<file path="src/rtl/fst_pkg.sv">
package fst_pkg;
  // Framing choice captured with each word
  typedef enum logic {
    FRAME_EARLY = 1'b0,
    FRAME_LATE  = 1'b1
  } frame_mode_e;
endpackage

</file>
<file path="src/rtl/fst_accept.sv">
// Decides when the next word may be taken from the handshake.
module fst_accept #(
  parameter int CNT_W = 5
) (
  input  logic             bit_en,
  input  logic             in_valid,
  input  logic             late_mode,
  input  logic [CNT_W-1:0] rem,
  output logic             in_ready,
  output logic             take
);
  logic room;

  // Early words load one slot ahead (their sync precedes the data),
  // late words load exactly when the previous word has drained.
  always_comb begin
    if (late_mode) room = (rem == '0);
    else           room = (rem <= CNT_W'(1));
    in_ready = bit_en & room;
    take     = in_ready & in_valid;
  end
endmodule

</file>
<file path="src/rtl/fst_shifter.sv">
// Holds the word being sent and drives the serial data bit.
module fst_shifter #(
  parameter int WORD_BITS = 16,
  parameter int CNT_W     = 5
) (
  input  logic                 clk,
  input  logic                 rst,
  input  logic                 bit_en,
  input  logic                 take,
  input  logic                 late_mode,
  input  logic [WORD_BITS-1:0] in_data,
  output logic                 sdo,
  output logic [CNT_W-1:0]     rem
);
  localparam int              MSB      = WORD_BITS - 1;
  localparam logic [CNT_W-1:0] REM_FULL = CNT_W'(WORD_BITS);
  localparam logic [CNT_W-1:0] REM_LESS = CNT_W'(WORD_BITS - 1);

  logic [WORD_BITS-1:0] shreg;

  always_ff @(posedge clk) begin
    if (rst) begin
      shreg <= '0;
      rem   <= '0;
      sdo   <= 1'b0;
    end else if (take) begin
      if (late_mode) begin
        // first bit leaves in the acceptance slot
        sdo   <= in_data[MSB];
        shreg <= {in_data[MSB-1:0], 1'b0};
        rem   <= REM_LESS;
      end else begin
        // finish the old word (if any) while the sync slot runs
        sdo   <= (rem != '0) ? shreg[MSB] : 1'b0;
        shreg <= in_data;
        rem   <= REM_FULL;
      end
    end else if (bit_en) begin
      if (rem != '0) begin
        sdo   <= shreg[MSB];
        shreg <= {shreg[MSB-1:0], 1'b0};
        rem   <= rem - CNT_W'(1);
      end else begin
        sdo   <= 1'b0;
      end
    end
  end

  // nothing moves between enabled slots
  a_r2_hold: assert property (@(posedge clk) disable iff (rst)
    !bit_en |=> ($stable(sdo) && $stable(rem)));

  // the bit counter never exceeds one word
  a_r2_rem_range: assert property (@(posedge clk) disable iff (rst)
    rem <= REM_FULL);
endmodule

</file>
<file path="src/rtl/fst_framer.sv">
// Generates the frame sync and remembers the mode of the word in flight.
module fst_framer
  import fst_pkg::*;
(
  input  logic        clk,
  input  logic        rst,
  input  logic        bit_en,
  input  logic        take,
  input  logic        late_mode,
  input  logic        busy,
  output logic        fsync,
  output frame_mode_e mode_q
);
  always_ff @(posedge clk) begin
    if (rst) begin
      fsync  <= 1'b0;
      mode_q <= FRAME_EARLY;
    end else if (take) begin
      fsync  <= 1'b1;
      mode_q <= late_mode ? FRAME_LATE : FRAME_EARLY;
    end else if (bit_en) begin
      // late framing keeps the sync up while bits remain
      fsync  <= (mode_q == FRAME_LATE) && busy;
    end
  end

  // mode is only captured at a word boundary
  a_r8_mode_held: assert property (@(posedge clk) disable iff (rst)
    !take |=> $stable(mode_q));
endmodule

</file>
<file path="src/rtl/framed_serial_tx.sv">
module framed_serial_tx
  import fst_pkg::*;
#(
  parameter int WORD_BITS = 16
) (
  input  logic                 clk,
  input  logic                 rst,
  input  logic                 bit_en,
  input  logic                 late_mode,
  input  logic [WORD_BITS-1:0] in_data,
  input  logic                 in_valid,
  output logic                 in_ready,
  output logic                 sdo,
  output logic                 fsync
);
  localparam int CNT_W = $clog2(WORD_BITS + 1);

  logic             take;
  logic [CNT_W-1:0] rem;
  frame_mode_e      mode_q;

  fst_accept #(.CNT_W(CNT_W)) u_accept (
    .bit_en   (bit_en),
    .in_valid (in_valid),
    .late_mode(late_mode),
    .rem      (rem),
    .in_ready (in_ready),
    .take     (take)
  );

  fst_shifter #(.WORD_BITS(WORD_BITS), .CNT_W(CNT_W)) u_shifter (
    .clk      (clk),
    .rst      (rst),
    .bit_en   (bit_en),
    .take     (take),
    .late_mode(late_mode),
    .in_data  (in_data),
    .sdo      (sdo),
    .rem      (rem)
  );

  fst_framer u_framer (
    .clk      (clk),
    .rst      (rst),
    .bit_en   (bit_en),
    .take     (take),
    .late_mode(late_mode),
    .busy     (rem != '0),
    .fsync    (fsync),
    .mode_q   (mode_q)
  );

  // an idle slot with no new word leaves both lines low
  a_r7_idle_quiet: assert property (@(posedge clk) disable iff (rst)
    (bit_en && !take && rem == '0) |=> (!sdo && !fsync));

  // an early sync lasts one slot
  a_r3_early_single: assert property (@(posedge clk) disable iff (rst)
    (bit_en && !take && fsync && mode_q == FRAME_EARLY) |=> !fsync);

  // a late sync stays up while bits remain
  a_r5_late_hold: assert property (@(posedge clk) disable iff (rst)
    (bit_en && !take && mode_q == FRAME_LATE && rem != '0) |=> fsync);

  // back-to-back early word raises sync on the last bit
  a_r4_early_overlap: assert property (@(posedge clk) disable iff (rst)
    (take && !late_mode && rem == CNT_W'(1)) |=> (fsync && rem == CNT_W'(WORD_BITS)));
endmodule

</file>
<file path="config.mk">
export PLATFORM = sky130hd
export DESIGN_NAME = framed_serial_tx
export DESIGN_NICKNAME = d
export VERILOG_FILES = /design/src/rtl/fst_pkg.sv /design/src/rtl/fst_accept.sv /design/src/rtl/fst_shifter.sv /design/src/rtl/fst_framer.sv /design/src/rtl/framed_serial_tx.sv
export SDC_FILE = /design/constraint.sdc
export NUM_CORES = 1
export LEC_CHECK = 0
export ABC_AREA = 1
export CAP_MARGIN = 15
export CORE_ASPECT_RATIO = 1.4
export CORE_MARGIN = 2
export CORE_UTILIZATION = 57
export CTS_BUF_LIST = sky130_fd_sc_hd__clkbuf_4 sky130_fd_sc_hd__clkbuf_8
export CTS_CLUSTER_DIAMETER = 50
export DETAILED_ROUTE_END_ITERATION = 16
export DONT_BUFFER_PORTS = 1
export PLACE_DENSITY = 0.79
export SLEW_MARGIN = 40
export SYNTH_ARGS = -nofsm -noshare
export SYNTH_HDL_FRONTEND = slang
export SYNTH_SLANG_ARGS = --single-unit
</file>
<file path="constraint.sdc">
create_clock -name clk -period 2.7 [get_ports clk]
set_input_delay 0.405 -clock clk [delete_from_list [all_inputs] [get_ports clk]]
set_output_delay 0.405 -clock clk [all_outputs]
set_load 0.02 [all_outputs]
</file>
==> flow_summary.json <==
{
  "run_status": "finished, final reports clean",
  "start_util": 0.594,
  "path_clk_slew_ps": 140,
  "critical_path.max_fanout": 15,
  "drt_iter0_markers": 22,
  "die_w_um": 48.1,
  "worst_pin_slew_ps": 451,
  "synthTopCellsByCount": "nand2_1, dfxtp_1, nand3_1",
  "final_nets": 256,
  "h-tree-depth": 1,
  "path_class": "reg2out",
  "synth-main-ff-cell": "dfxtp_1",
  "grt_pass1_vias": 1192,
  "drv_cap": 0,
  "wl_per_cell_um": 12.0,
  "grt_start_max_net_pins": 28,
  "max_freq_mhz": 513,
  "grt.total_usage": 0.228,
  "cts_max_path_buffers": 2,
  "grt_setup_unrepaired": "false",
  "p_per_area_nw_per_um2": 955,
  "p_int_uw": 821,
  "ioPinCount": 24,
  "arrival_ps": 1540,
  "min_period_ps": 1950,
  "via_per_inst": 5.25,
  "avgSynthCellArea_um2": 6.47,
  "drtAntennaViolNets": 0,
  "hold_violations": 0,
  "peakVddDrop_uv": 532,
  "fillers": 264,
  "start_kind": "flip-flop",
  "finClkSkew_ps": 8.94,
  "final_max_slew_viol_count": 0,
  "ys_seq_elements": 24,
  "dieArea_um2": 3170,
  "endpoint_kind": "output port",
  "p_leak_uw": 0.000710,
  "portBuffers": 0,
  "ys_warn_count": 0,
  "ctsResizeCount": 0,
  "slew_headroom": 0.698,
  "dr.pass1.iters": 6,
  "cts_buffers": 3,
  "drive_above_1_share": 0.0996,
  "antennaDiodeCount": 0,
  "p_switching_uw": 666,
  "synth_nets": 264,
  "tns_ps": 0,
  "antenna_found_initial": 0,
  "cts_hold_buf": 0,
  "postLayoutCellArea_um2": 1560,
  "vias": 1403,
  "synthMostInstantiatedCell": "nand2_1",
  "post_cts_buffers": 0,
  "min_path_type": "in2reg",
  "finalSetupViolCount": 0,
  "clock-sinks": 24,
  "combPwrFrac": 0.487,
  "synth_edf_count": 0,
  "rows": 22,
  "switching_share": 0.448,
  "syn2layout_area_growth_pct": 0.161,
  "core_area_um2": 2620,
  "cp.required_ps": 2300,
  "synth_area_leader_cell": "dfxtp_1",
  "die_h_um": 65.8,
  "ys_seq_area_frac": 0.309,
  "hpwl_um": 2330,
  "synth_area_leaders": "dfxtp_1, nand2_1, nand3_1, a21oi_1, o21ai_0",
  "fin_crit_sh": 0.722,
  "grt_pass1_wl_um": 5080,
  "synth_top_area_frac": 0.309,
  "netlist_instances": 240,
  "async_flop_share": 0,
  "worst_skew_pair.late_latency_ps": 330,
  "synthesis.area_um2": 1550,
  "cts_tree": "done",
  "clkPwrFrac": 0.177,
  "yosys.cell_types.count": 32,
  "place.gp.congestion": 0.850,
  "ctsRootBufferMaster": "clkbuf_4",
  "seq_power_share": 0.336,
  "drc_errors": 0,
  "wl_um": 3210,
  "grt.overflow.total": 0,
  "place_area_um2": 1500
}
-- layout make-up --
cell class / count / area, um2 / area share
clock buffers: 3 / 22.5 / 0.0145
inverters: 26 / 113 / 0.0723
clock inverters: 1 / 30.0 / 0.0193
multi-input cells: 177 / 866 / 0.556
well taps: 36 / 45.0 / 0.0289
flip-flops and latches: 24 / 480 / 0.309
-- per-layer routing --
layer | track usage | share of wire | vias to the layer above
met5 | 0 | 0 | -
li1 | - | - | 745
met3 | 0.0328 | 0.026 | 6
met2 | 0.397 | 0.54 | 25
met1 | 0.261 | 0.42 | 627
met4 | 0.0946 | 0.020 | 0
-- placed cells by master, fill, tap and decap left out, types with 2 or more instances in the layout --
cell type,netlist,routed
nand2_1,85,85
dfxtp_1,24,24
nand3_1,20,20
inv_1,19,19
a21oi_1,19,19
o21ai_0,18,18
nor2_1,9,9
inv_2,5,5
nand4_1,5,5
nand2_2,3,3
ha_1,3,3
clkbuf_4,1,3
nor2_2,2,2
o21ai_1,2,2
xor2_1,2,2
-- power groups by stage --
stage / Combinational [uW] / Clock (uW) / Sequential, uW
3_3_place_gp: 715 / 0 / 504
6_report: 724 / 263 / 500
4_1_cts: 728 / 266 / 499
2_1_floorplan: 699 / 0 / 492
5_1_grt: 833 / 281 / 509
3_5_place_dp: 724 / 0 / 507
-- state kept, by name (all words and copies together), names as in the netlist --
name and flops:
u_shifter.rem 5, u_framer.mode_q 1, u_shifter.sdo 1, u_shifter.shreg 16, u_framer.fsync 1
-- worst max-delay path, cell delays in order (launching register included) --
cell	delay, ps
dfxtp_1	370
inv_1	110
ha_1	170
nand4_1	160
nand2_4	150
inv_4	50
nor2_8	220
-- logic make-up (layout without fill, tap and decap cells) --
logic type / after synthesis / count (layout) / share of synthesized area
mux: 1 / 1 / 0.00644
flops: 24 / 24 / 0.309
buf+inv: 39 / 30 / 0.134
compound gates: 42 / 42 / 0.142
simple gates: 129 / 129 / 0.374
fa+ha+maj: 3 / 3 / 0.0242
xor+xnor: 2 / 2 / 0.0113
-- path summary, 6_finish.rpt --
kind / from / endpoint / slack, ps / cells past startpoint
setup / recovery: u_shifter.rem[1]$_SDFFE_PP0P_ / in_ready / 750 / 6
hold / removal: rst / u_shifter.shreg[1]$_SDFFE_PP0P_ / 110 / 1
setup reg to reg: u_shifter.rem[0]$_SDFFE_PP0P_ / u_shifter.shreg[9]$_SDFFE_PP0P_ / 820 / 9
hold reg to reg: u_framer.mode_q$_SDFFE_PP0P_ / u_framer.mode_q$_SDFFE_PP0P_ / 470 / 2
-- through the flow --
step	total power [uW]	hold WS (ps)	util	cells	worst slack, ps
2_1_floorplan	1190	429	-	240	1150
4_1_cts	1490	112	0.595	267	740
6_report	1490	114	0.595	267	750
3_5_place_dp	1230	452	0.575	263	878
3_3_place_gp	1220	446	0.575	263	930
5_1_grt	1620	98.3	0.595	267	617
(Power assumes the default switching activity.)
